`config.mk`:
```
export PLATFORM = sky130hd
export DESIGN_NAME = bxcvr_top
export DESIGN_NICKNAME = d
export VERILOG_FILES = /design/src/rtl/bxcvr_pkg.sv /design/src/rtl/bxcvr_capture.sv /design/src/rtl/bxcvr_srcsel.sv /design/src/rtl/bxcvr_channel.sv /design/src/rtl/bxcvr_top.sv
export SDC_FILE = /design/constraint.sdc
export NUM_CORES = 1
export LEC_CHECK = 0
export BUFFER_PORTS_ARGS = -buffer_cell sky130_fd_sc_hd__buf_2
export CORE_ASPECT_RATIO = 2
export CORE_MARGIN = 2
export CORE_UTILIZATION = 51
export CTS_CLUSTER_DIAMETER = 200
export DETAILED_ROUTE_END_ITERATION = 8
export HOLD_SLACK_MARGIN = 0.02
export PLACE_DENSITY = 0.95
export SYNTH_ARGS = -nofsm -noshare
export SYNTH_HDL_FRONTEND = slang
export SYNTH_SLANG_ARGS = --single-unit
export TNS_END_PERCENT = 1
```
`constraint.sdc`:
```
create_clock -name clk -period 3.1 [get_ports clk]
set_input_delay 0.62 -clock clk [delete_from_list [all_inputs] [get_ports clk]]
set_output_delay 0.62 -clock clk [all_outputs]
set_load 0.03 [all_outputs]
```
`src/rtl/bxcvr_pkg.sv`:
```
// Package bxcvr_pkg
// Shared control bundle for one transceiver channel.
// Assumes: all controls are level signals sampled on the system clock.
package bxcvr_pkg;
    typedef struct packed {
        logic oe_ab;     // 1: drive the B side
        logic oe_ba_n;   // 0: drive the A side
        logic cap_ab;    // A-register strobe
        logic cap_ba;    // B-register strobe
        logic sel_ab;    // B output source: 0 live, 1 stored
        logic sel_ba;    // A output source: 0 live, 1 stored
    } chan_ctrl_t;
endpackage

```
`src/rtl/bxcvr_capture.sv`:
```
// Module bxcvr_capture
// Holds one bus copy. It loads d when the strobe rises between two clock samples.
// Assumes: strobe is synchronous to clk; rst_n is synchronous, active low.
module bxcvr_capture #(
    parameter int W = 8
) (
    input  logic         clk,
    input  logic         rst_n,
    input  logic         strobe,
    input  logic [W-1:0] d,
    output logic [W-1:0] q,
    output logic         fire
);
    logic hist;

    // Purpose: flag a low-to-high strobe transition at this edge.
    assign fire = strobe & ~hist;

    // Purpose: keep the strobe history and load the stored copy on an event.
    always_ff @(posedge clk) begin
        if (!rst_n) begin
            hist <= 1'b0;
            q    <= '0;
        end else begin
            hist <= strobe;
            if (fire) q <= d;
        end
    end

    assert_load_R2: assert property (@(posedge clk) disable iff (!rst_n)
        fire |=> (q == $past(d)));
    assert_hold_R3: assert property (@(posedge clk) disable iff (!rst_n)
        !fire |=> $stable(q));
    assert_clear_R10: assert property (@(posedge clk)
        !rst_n |=> (q == '0));
endmodule

```
`src/rtl/bxcvr_srcsel.sv`:
```
// Module bxcvr_srcsel
// Chooses live or stored data for one direction. It is combinational, in AND-OR
// form, so each bit depends on the select and its two sources only.
// Assumes: use_stored is a clean level.
module bxcvr_srcsel #(
    parameter int W = 8
) (
    input  logic         use_stored,
    input  logic [W-1:0] live,
    input  logic [W-1:0] stored,
    output logic [W-1:0] y
);
    // Purpose: merge the two sources under the select.
    always_comb begin
        y = (stored & {W{use_stored}}) | (live & {W{~use_stored}});
    end
endmodule

```
`src/rtl/bxcvr_channel.sv`:
```
// Module bxcvr_channel
// One channel: two capture registers, two source selects, and enable fan-out.
// Each register samples its side's effective bus, which is the driven output
// when that side is enabled and the external input otherwise.
// Assumes: live paths use the external inputs, so no combinational loop forms.
module bxcvr_channel
    import bxcvr_pkg::*;
#(
    parameter int W = 8
) (
    input  logic         clk,
    input  logic         rst_n,
    input  chan_ctrl_t   ctrl,
    input  logic [W-1:0] a_in,
    input  logic [W-1:0] b_in,
    output logic [W-1:0] a_out,
    output logic [W-1:0] a_oe,
    output logic [W-1:0] b_out,
    output logic [W-1:0] b_oe
);
    logic [W-1:0] a_reg, b_reg, a_eff, b_eff;
    logic         a_drv, b_drv, a_fire, b_fire;

    // Purpose: decode the per-direction drive levels.
    assign b_drv = ctrl.oe_ab;
    assign a_drv = ~ctrl.oe_ba_n;
    assign b_oe  = {W{b_drv}};
    assign a_oe  = {W{a_drv}};

    // Purpose: form the effective value each register sees on its own bus.
    assign a_eff = a_drv ? a_out : a_in;
    assign b_eff = b_drv ? b_out : b_in;

    bxcvr_capture #(.W(W)) u_areg (
        .clk(clk), .rst_n(rst_n), .strobe(ctrl.cap_ab),
        .d(a_eff), .q(a_reg), .fire(a_fire));

    bxcvr_capture #(.W(W)) u_breg (
        .clk(clk), .rst_n(rst_n), .strobe(ctrl.cap_ba),
        .d(b_eff), .q(b_reg), .fire(b_fire));

    bxcvr_srcsel #(.W(W)) u_to_b (
        .use_stored(ctrl.sel_ab), .live(a_in), .stored(a_reg), .y(b_out));

    bxcvr_srcsel #(.W(W)) u_to_a (
        .use_stored(ctrl.sel_ba), .live(b_in), .stored(b_reg), .y(a_out));

    assert_srcsel_R4: assert property (@(posedge clk) disable iff (!rst_n)
        (ctrl.sel_ab ? (b_out == a_reg) : (b_out == a_in)) &&
        (ctrl.sel_ba ? (a_out == b_reg) : (a_out == b_in)));
    assert_steady_R9: assert property (@(posedge clk) disable iff (!rst_n)
        ($stable(ctrl.sel_ab) && $stable(a_in) && $stable(a_reg)) |-> $stable(b_out));
    assert_isolate_R6: assert property (@(posedge clk) disable iff (!rst_n)
        (!ctrl.oe_ab && ctrl.oe_ba_n && b_fire) |=> (b_reg == $past(b_in)));
    assert_loop_ab_R8: assert property (@(posedge clk) disable iff (!rst_n)
        (ctrl.oe_ab && !ctrl.sel_ab && b_fire) |=> (b_reg == $past(a_in)));
    assert_loop_ba_R8: assert property (@(posedge clk) disable iff (!rst_n)
        (!ctrl.oe_ba_n && !ctrl.sel_ba && a_fire) |=> (a_reg == $past(b_in)));
    assert_both_R7: assert property (@(posedge clk) disable iff (!rst_n)
        (ctrl.oe_ab && !ctrl.oe_ba_n && ctrl.sel_ab && ctrl.sel_ba) |->
        (b_out == a_reg && a_out == b_reg && (&a_oe) && (&b_oe)));
endmodule

```
`src/rtl/bxcvr_top.sv`:
```
// Module bxcvr_top
// Registered bidirectional transceiver built from NCH independent channels.
// Assumes: pins are split into in/out/enable vectors; rst_n is synchronous.
module bxcvr_top
    import bxcvr_pkg::*;
#(
    parameter int NCH  = 2,
    parameter int CH_W = 8,
    localparam int W   = NCH * CH_W
) (
    input  logic           clk,
    input  logic           rst_n,
    input  logic [W-1:0]   a_in,
    input  logic [W-1:0]   b_in,
    input  logic [NCH-1:0] oe_ab,
    input  logic [NCH-1:0] oe_ba_n,
    input  logic [NCH-1:0] cap_ab,
    input  logic [NCH-1:0] cap_ba,
    input  logic [NCH-1:0] sel_ab,
    input  logic [NCH-1:0] sel_ba,
    output logic [W-1:0]   a_out,
    output logic [W-1:0]   a_oe,
    output logic [W-1:0]   b_out,
    output logic [W-1:0]   b_oe
);
    for (genvar c = 0; c < NCH; c++) begin : g_ch
        chan_ctrl_t ctl;

        // Purpose: gather this channel's control bits into one bundle.
        assign ctl = '{oe_ab: oe_ab[c], oe_ba_n: oe_ba_n[c], cap_ab: cap_ab[c],
                       cap_ba: cap_ba[c], sel_ab: sel_ab[c], sel_ba: sel_ba[c]};

        bxcvr_channel #(.W(CH_W)) u_ch (
            .clk(clk), .rst_n(rst_n), .ctrl(ctl),
            .a_in(a_in[c*CH_W +: CH_W]), .b_in(b_in[c*CH_W +: CH_W]),
            .a_out(a_out[c*CH_W +: CH_W]), .a_oe(a_oe[c*CH_W +: CH_W]),
            .b_out(b_out[c*CH_W +: CH_W]), .b_oe(b_oe[c*CH_W +: CH_W]));

        assert_oe_b_R5: assert property (@(posedge clk) disable iff (!rst_n)
            oe_ab[c] ? (&b_oe[c*CH_W +: CH_W]) : ($countones(b_oe[c*CH_W +: CH_W]) == 0));
        assert_oe_a_R5: assert property (@(posedge clk) disable iff (!rst_n)
            oe_ba_n[c] ? ($countones(a_oe[c*CH_W +: CH_W]) == 0) : (&a_oe[c*CH_W +: CH_W]));
        assert_float_R6: assert property (@(posedge clk) disable iff (!rst_n)
            (!oe_ab[c] && oe_ba_n[c]) |->
            ($countones(a_oe[c*CH_W +: CH_W]) == 0 && $countones(b_oe[c*CH_W +: CH_W]) == 0));
    end
endmodule

```
### After elaboration in Yosys (flattened, before gate mapping)

Cells that the tools add are included.

| word-level totals | value |
|---|---|
| latch bits | 0 |
| bits of input ports | 46 |
| memories kept | 0 |
| output and inout port bits | 64 |
| register bits | 36 |
| RAM bits | 0 |
| memory bits (read-only) | 0 |

| cells by class | value |
|---|---|
| eq/ne operators | 0 |
| reduce and logical (&&, ||, !) cells | 0 |
| shift-type cells | 0 |
| divide/modulo/power cells | 0 |
| add/subtract/negate cells | 0 |
| multipliers | 0 |
| bitwise gates (word level) | 26 |
| multiplexer cells | 4 |
| order comparisons | 0 |

Operators by type and width:

| operator | count |
|---|---|
| bitwise AND 8 bit | 8 |
| 2-to-1 mux 8 bit | 4 |
| bitwise OR 8 bit | 4 |
| inverter 1 bit | 10 |
| bitwise AND 1 bit | 4 |

### Depth between registers and ports, before layout

| depth | value |
|---|---|
| depth after elaboration | 4 |
| depth in mapped cells | 5 |

### By module

Synthesis repeated with hierarchy kept, for this count alone.

| unflattened totals | value |
|---|---|
| cells, all modules | 258 |
| area, all modules | 2,810.2 µm² |

Modules (own cells, without submodules):

| module | instances | cells each | sequential area each (µm²) | area an instance (µm²) |
|---|---|---|---|---|
| bxcvr_capture | 4 | 38 | 180.2 | 377.9 |
| bxcvr_channel | 2 | 35 | 0.0 | 386.6 |
| bxcvr_srcsel | 4 | 9 | 0.0 | 131.4 |

### Worst setup path after synthesis

No wires, ideal clock.

| timing path | value |
|---|---|
| path type | input-to-output |
| from | in sel_ba[0] |
| to | out a_out[0] |
| setup slack | 1,308 ps |
| required time | 2,480 ps |
| stages | 2 |
| arrival | 1,172 ps |
| cell sequence | buf_4 > mux2_2 |

| on the way | value |
|---|---|
| word-level cells in the longest chain between the ends | 3 |
| elaborated cells on any way between the ends | 4 |

Ends and longest elaborated chain:

| what | line | source |
|---|---|---|
| start, declared | bxcvr_top.sv:20 | `input logic [NCH-1:0] sel_ba,` |
| inverter 1 bit | bxcvr_srcsel.sv:15 | `y = (stored & {W{use_stored}}) \| (live & {W{~use_stored}});` |
| bitwise AND 8 bit | bxcvr_srcsel.sv:15 |  |
| bitwise OR 8 bit * | bxcvr_srcsel.sv:15 |  |
| end, declared | bxcvr_top.sv:21 | `output logic [W-1:0] a_out,` |

Every way passes the cells marked *; elsewhere a longest branch is shown, timed or not.

### Worst setup path in the final report

| timing path | value |
|---|---|
| from | in sel_ba[0] |
| to | out a_out[3] |

Same word-level chain as after synthesis.

==> flow_metrics.py <==
metrics = {
    "power": {
        "power_density_nw_per_um2": 439,
        "max-vdd-ir-drop_mv": 0.360,
        "p_leak_nw": 1.35,
        "fin_total_pwr_mw": 1.18,
    },
    "routing": {
        "detail-route-antenna-nets": 0,
        "first_iter_violations": 49,
        "vias": 2095,
        "post-route-drc-count": 0,
        "postRouteWirelength_um": 5620,
        "detail_route.wl_per_cell_um": 14.2,
        "drt-vias-per-instance": 5.30,
        "dr.pass1.iters": 4,
    },
    "die": {
        "die_h_um": 101,
        "ios": 110,
        "row_count": 35,
        "core_area_um2": 4550,
        "dieWidth_um": 52.5,
        "initial_core_util": 0.527,
        "dieArea_um2": 5300,
    },
    "clock_tree": {
        "cts.sinks": 36,
        "clockBufferDepth": 2,
        "root_buffer": "clkbuf_8",
        "postCtsResizedCells": 0,
        "path_clk_slew_ns": 0.07,
        "h-tree-depth": 2,
        "clock_latency_ns": 0.27,
        "cts_buffers": 5,
        "cts_setup_buffers": 0,
        "ctsHoldBuffers": 0,
        "cts_tree": "built",
    },
    "timing": {
        "hold_viol_final": 0,
        "timing.hold.ws_ns": 0.450,
        "worst_clock_skew_ns": 0.00608,
        "period_needed_ns": 2.04,
        "setup_slack_ns": 1.06,
        "period_share": 0.659,
        "fin_tns_setup_ns": 0,
        "slew_violations": 0,
        "worstMarginPinSlew_ns": 0.680,
        "clock.fmax_mhz": 489,
        "relSlewSlack": 0.546,
        "rsz0062_at_grt": "no",
        "finalSetupViolations": 0,
    },
    "global_routing": {
        "grt_use_total": 0.209,
        "grt_pass1_vias": 1891,
        "grt_pass1_wl_um": 8340,
        "grt_max_degree": 37,
        "antenna_found_initial": 0,
        "grt_overflow": 0,
    },
    "yosys": {
        "synth_top_area_frac": 0.300,
        "synth_fp_nets": 323,
        "ys.warnings.count": 0,
        "yosys.area.top_type": "dfxtp_1",
        "synth_seq_area_share": 0.300,
        "netlist_area_um2": 2400,
        "syn_area_per_cell_um2": 8.66,
        "ys_ff_latch": 36,
        "yosysUniqueCellTypes": 23,
        "syn_inst": 277,
        "synthTopCellsByArea": "dfxtp_1 30%, buf_4 11%, mux2_2 7.5%",
    },
    "layout": {
        "n_antenna_cell": 0,
        "nets": 386,
        "layout-drive-gt1-share": 0.409,
        "final-instance-count-excl-fill": 395,
        "area_growth_pct": 12.4,
    },
    "critical_path": {
        "crit_type": "primary input to output pin",
        "r2r-start": "g_ch[0].u_ch.u_areg.hist",
        "crit_fanout": 8,
        "crit_end": "a_out[3]",
        "cp-startpoint": "sel_ba[0]",
        "reg2regPathDepth": 3,
        "end_kind": "output pin",
        "cp_data_arrival_time_ns": 1.42,
        "startpoint_type": "primary input",
        "reg2reg_slack_ns": 1.80,
        "r2r-end": "g_ch[0].u_ch.u_areg.q[0]",
        "cp.required_ns": 2.48,
    },
    "place": {
        "pre_cts_slack_ns": 1.05,
        "routabilityCongestion": 0.781,
        "portBuffers": 109,
        "dp_hpwl_um": 4380,
        "dp_cells": 388,
    },
    "run_status": {
        "status": "finished, final reports clean",
    },
    "job": {
        "maxCapViolations": 0,
    },
    "hold_path": {
        "hold_path_class": "flip-flop to flip-flop",
        "whs_path_depth": 2,
    },
}
[Yosys cell counts (all sizes together)]
master / count
buf: 48
dfxtp: 36
a21boi: 32
nand2: 32
nand2b: 20
inv: 18
a211o: 16
mux2: 16
mux2i: 16
nor2: 16
o211ai: 16
clkbuf: 5
and2: 4
nor2b: 2
[critical path: stages]
cell and delay [ns]:
buf_2 0.22, mux2_2 0.40, buf_2 0.19
[flip-flops by register name (all words and copies together) (netlist names)]
signal and flops:
g_ch.u_ch.u_areg.hist 2, g_ch.u_ch.u_areg.q 16, g_ch.u_ch.u_breg.hist 2, g_ch.u_ch.u_breg.q 16
[logic make-up (layout without fill, tap and decap cells)]
kind of cell | count (synthesis) | in the layout | synth area share
flops | 36 | 36 | 0.300
simple gates | 74 | 74 | 0.150
compound gates | 64 | 64 | 0.215
mux | 32 | 32 | 0.142
buf+inv | 71 | 134 | 0.192
[through the flow]
step                area (um2)   util
floorplan                 2400      -
global placement          2620  0.575
detailed placement        2620  0.575
CTS                       2700  0.592
global route              2700  0.592
finish                    2700  0.592
[power breakdown]
| group | switching [mW] | internal, mW | leakage [nW] | total (mW) |
|---|---|---|---|---|
| clock | 0.149 | 0.153 | 0.0410 | 0.302 |
| combinational | 0.245 | 0.131 | 1.01 | 0.376 |
| sequential | 0.0135 | 0.492 | 0.296 | 0.506 |
| total | 0.408 | 0.776 | 1.35 | 1.18 |
[worst min path at each step]
stage	start	end	slack [ns]
6_report	g_ch[1].u_ch.u_breg.q[4]	g_ch[1].u_ch.u_breg.q[4]	0.45
5_1_grt	g_ch[1].u_ch.u_breg.q[4]	g_ch[1].u_ch.u_breg.q[4]	0.47
4_1_cts	g_ch[1].u_ch.u_breg.q[4]	g_ch[1].u_ch.u_breg.q[4]	0.45
3_5_place_dp	g_ch[1].u_ch.u_breg.q[4]	g_ch[1].u_ch.u_breg.q[4]	0.44
3_3_place_gp	g_ch[0].u_ch.u_breg.q[4]	g_ch[0].u_ch.u_breg.q[4]	0.43
2_1_floorplan	g_ch[0].u_ch.u_breg.q[0]	g_ch[0].u_ch.u_breg.q[0]	0.43
[per-layer routing]
| layer | routed length [um] | GRT usage |
|---|---|---|
| met3 | 400 | 0.0371 |
| met4 | 91 | 0.0888 |
| met5 | 0 | 0 |
| met2 | 3270 | 0.428 |
| met1 | 1870 | 0.179 |
[cell usage in the layout, fill, tap and decap left out, drive strengths merged]
cell type and count:
clkbuf 6, mux2 16, a21boi 32, nor2 16
buf 109, a211o 16, inv 18, dfxtp 36
and2 4, nand2b 20, clkinv 1, o211ai 16
nand2 32, nor2b 2, mux2i 16
[layout make-up]
| class | instances | area (um2) |
|---|---|---|
| flip-flops and latches | 36 | 721 |
| well taps | 55 | 68.8 |
| repair buffers | 109 | 546 |
| fillers | 432 | 1860 |
| multi-input cells | 170 | 1220 |
| inverters | 18 | 67.6 |
| clock inverters | 1 | 5.00 |
| clock buffers | 6 | 72.6 |
Note: power is estimated with default switching activity, not from simulation.
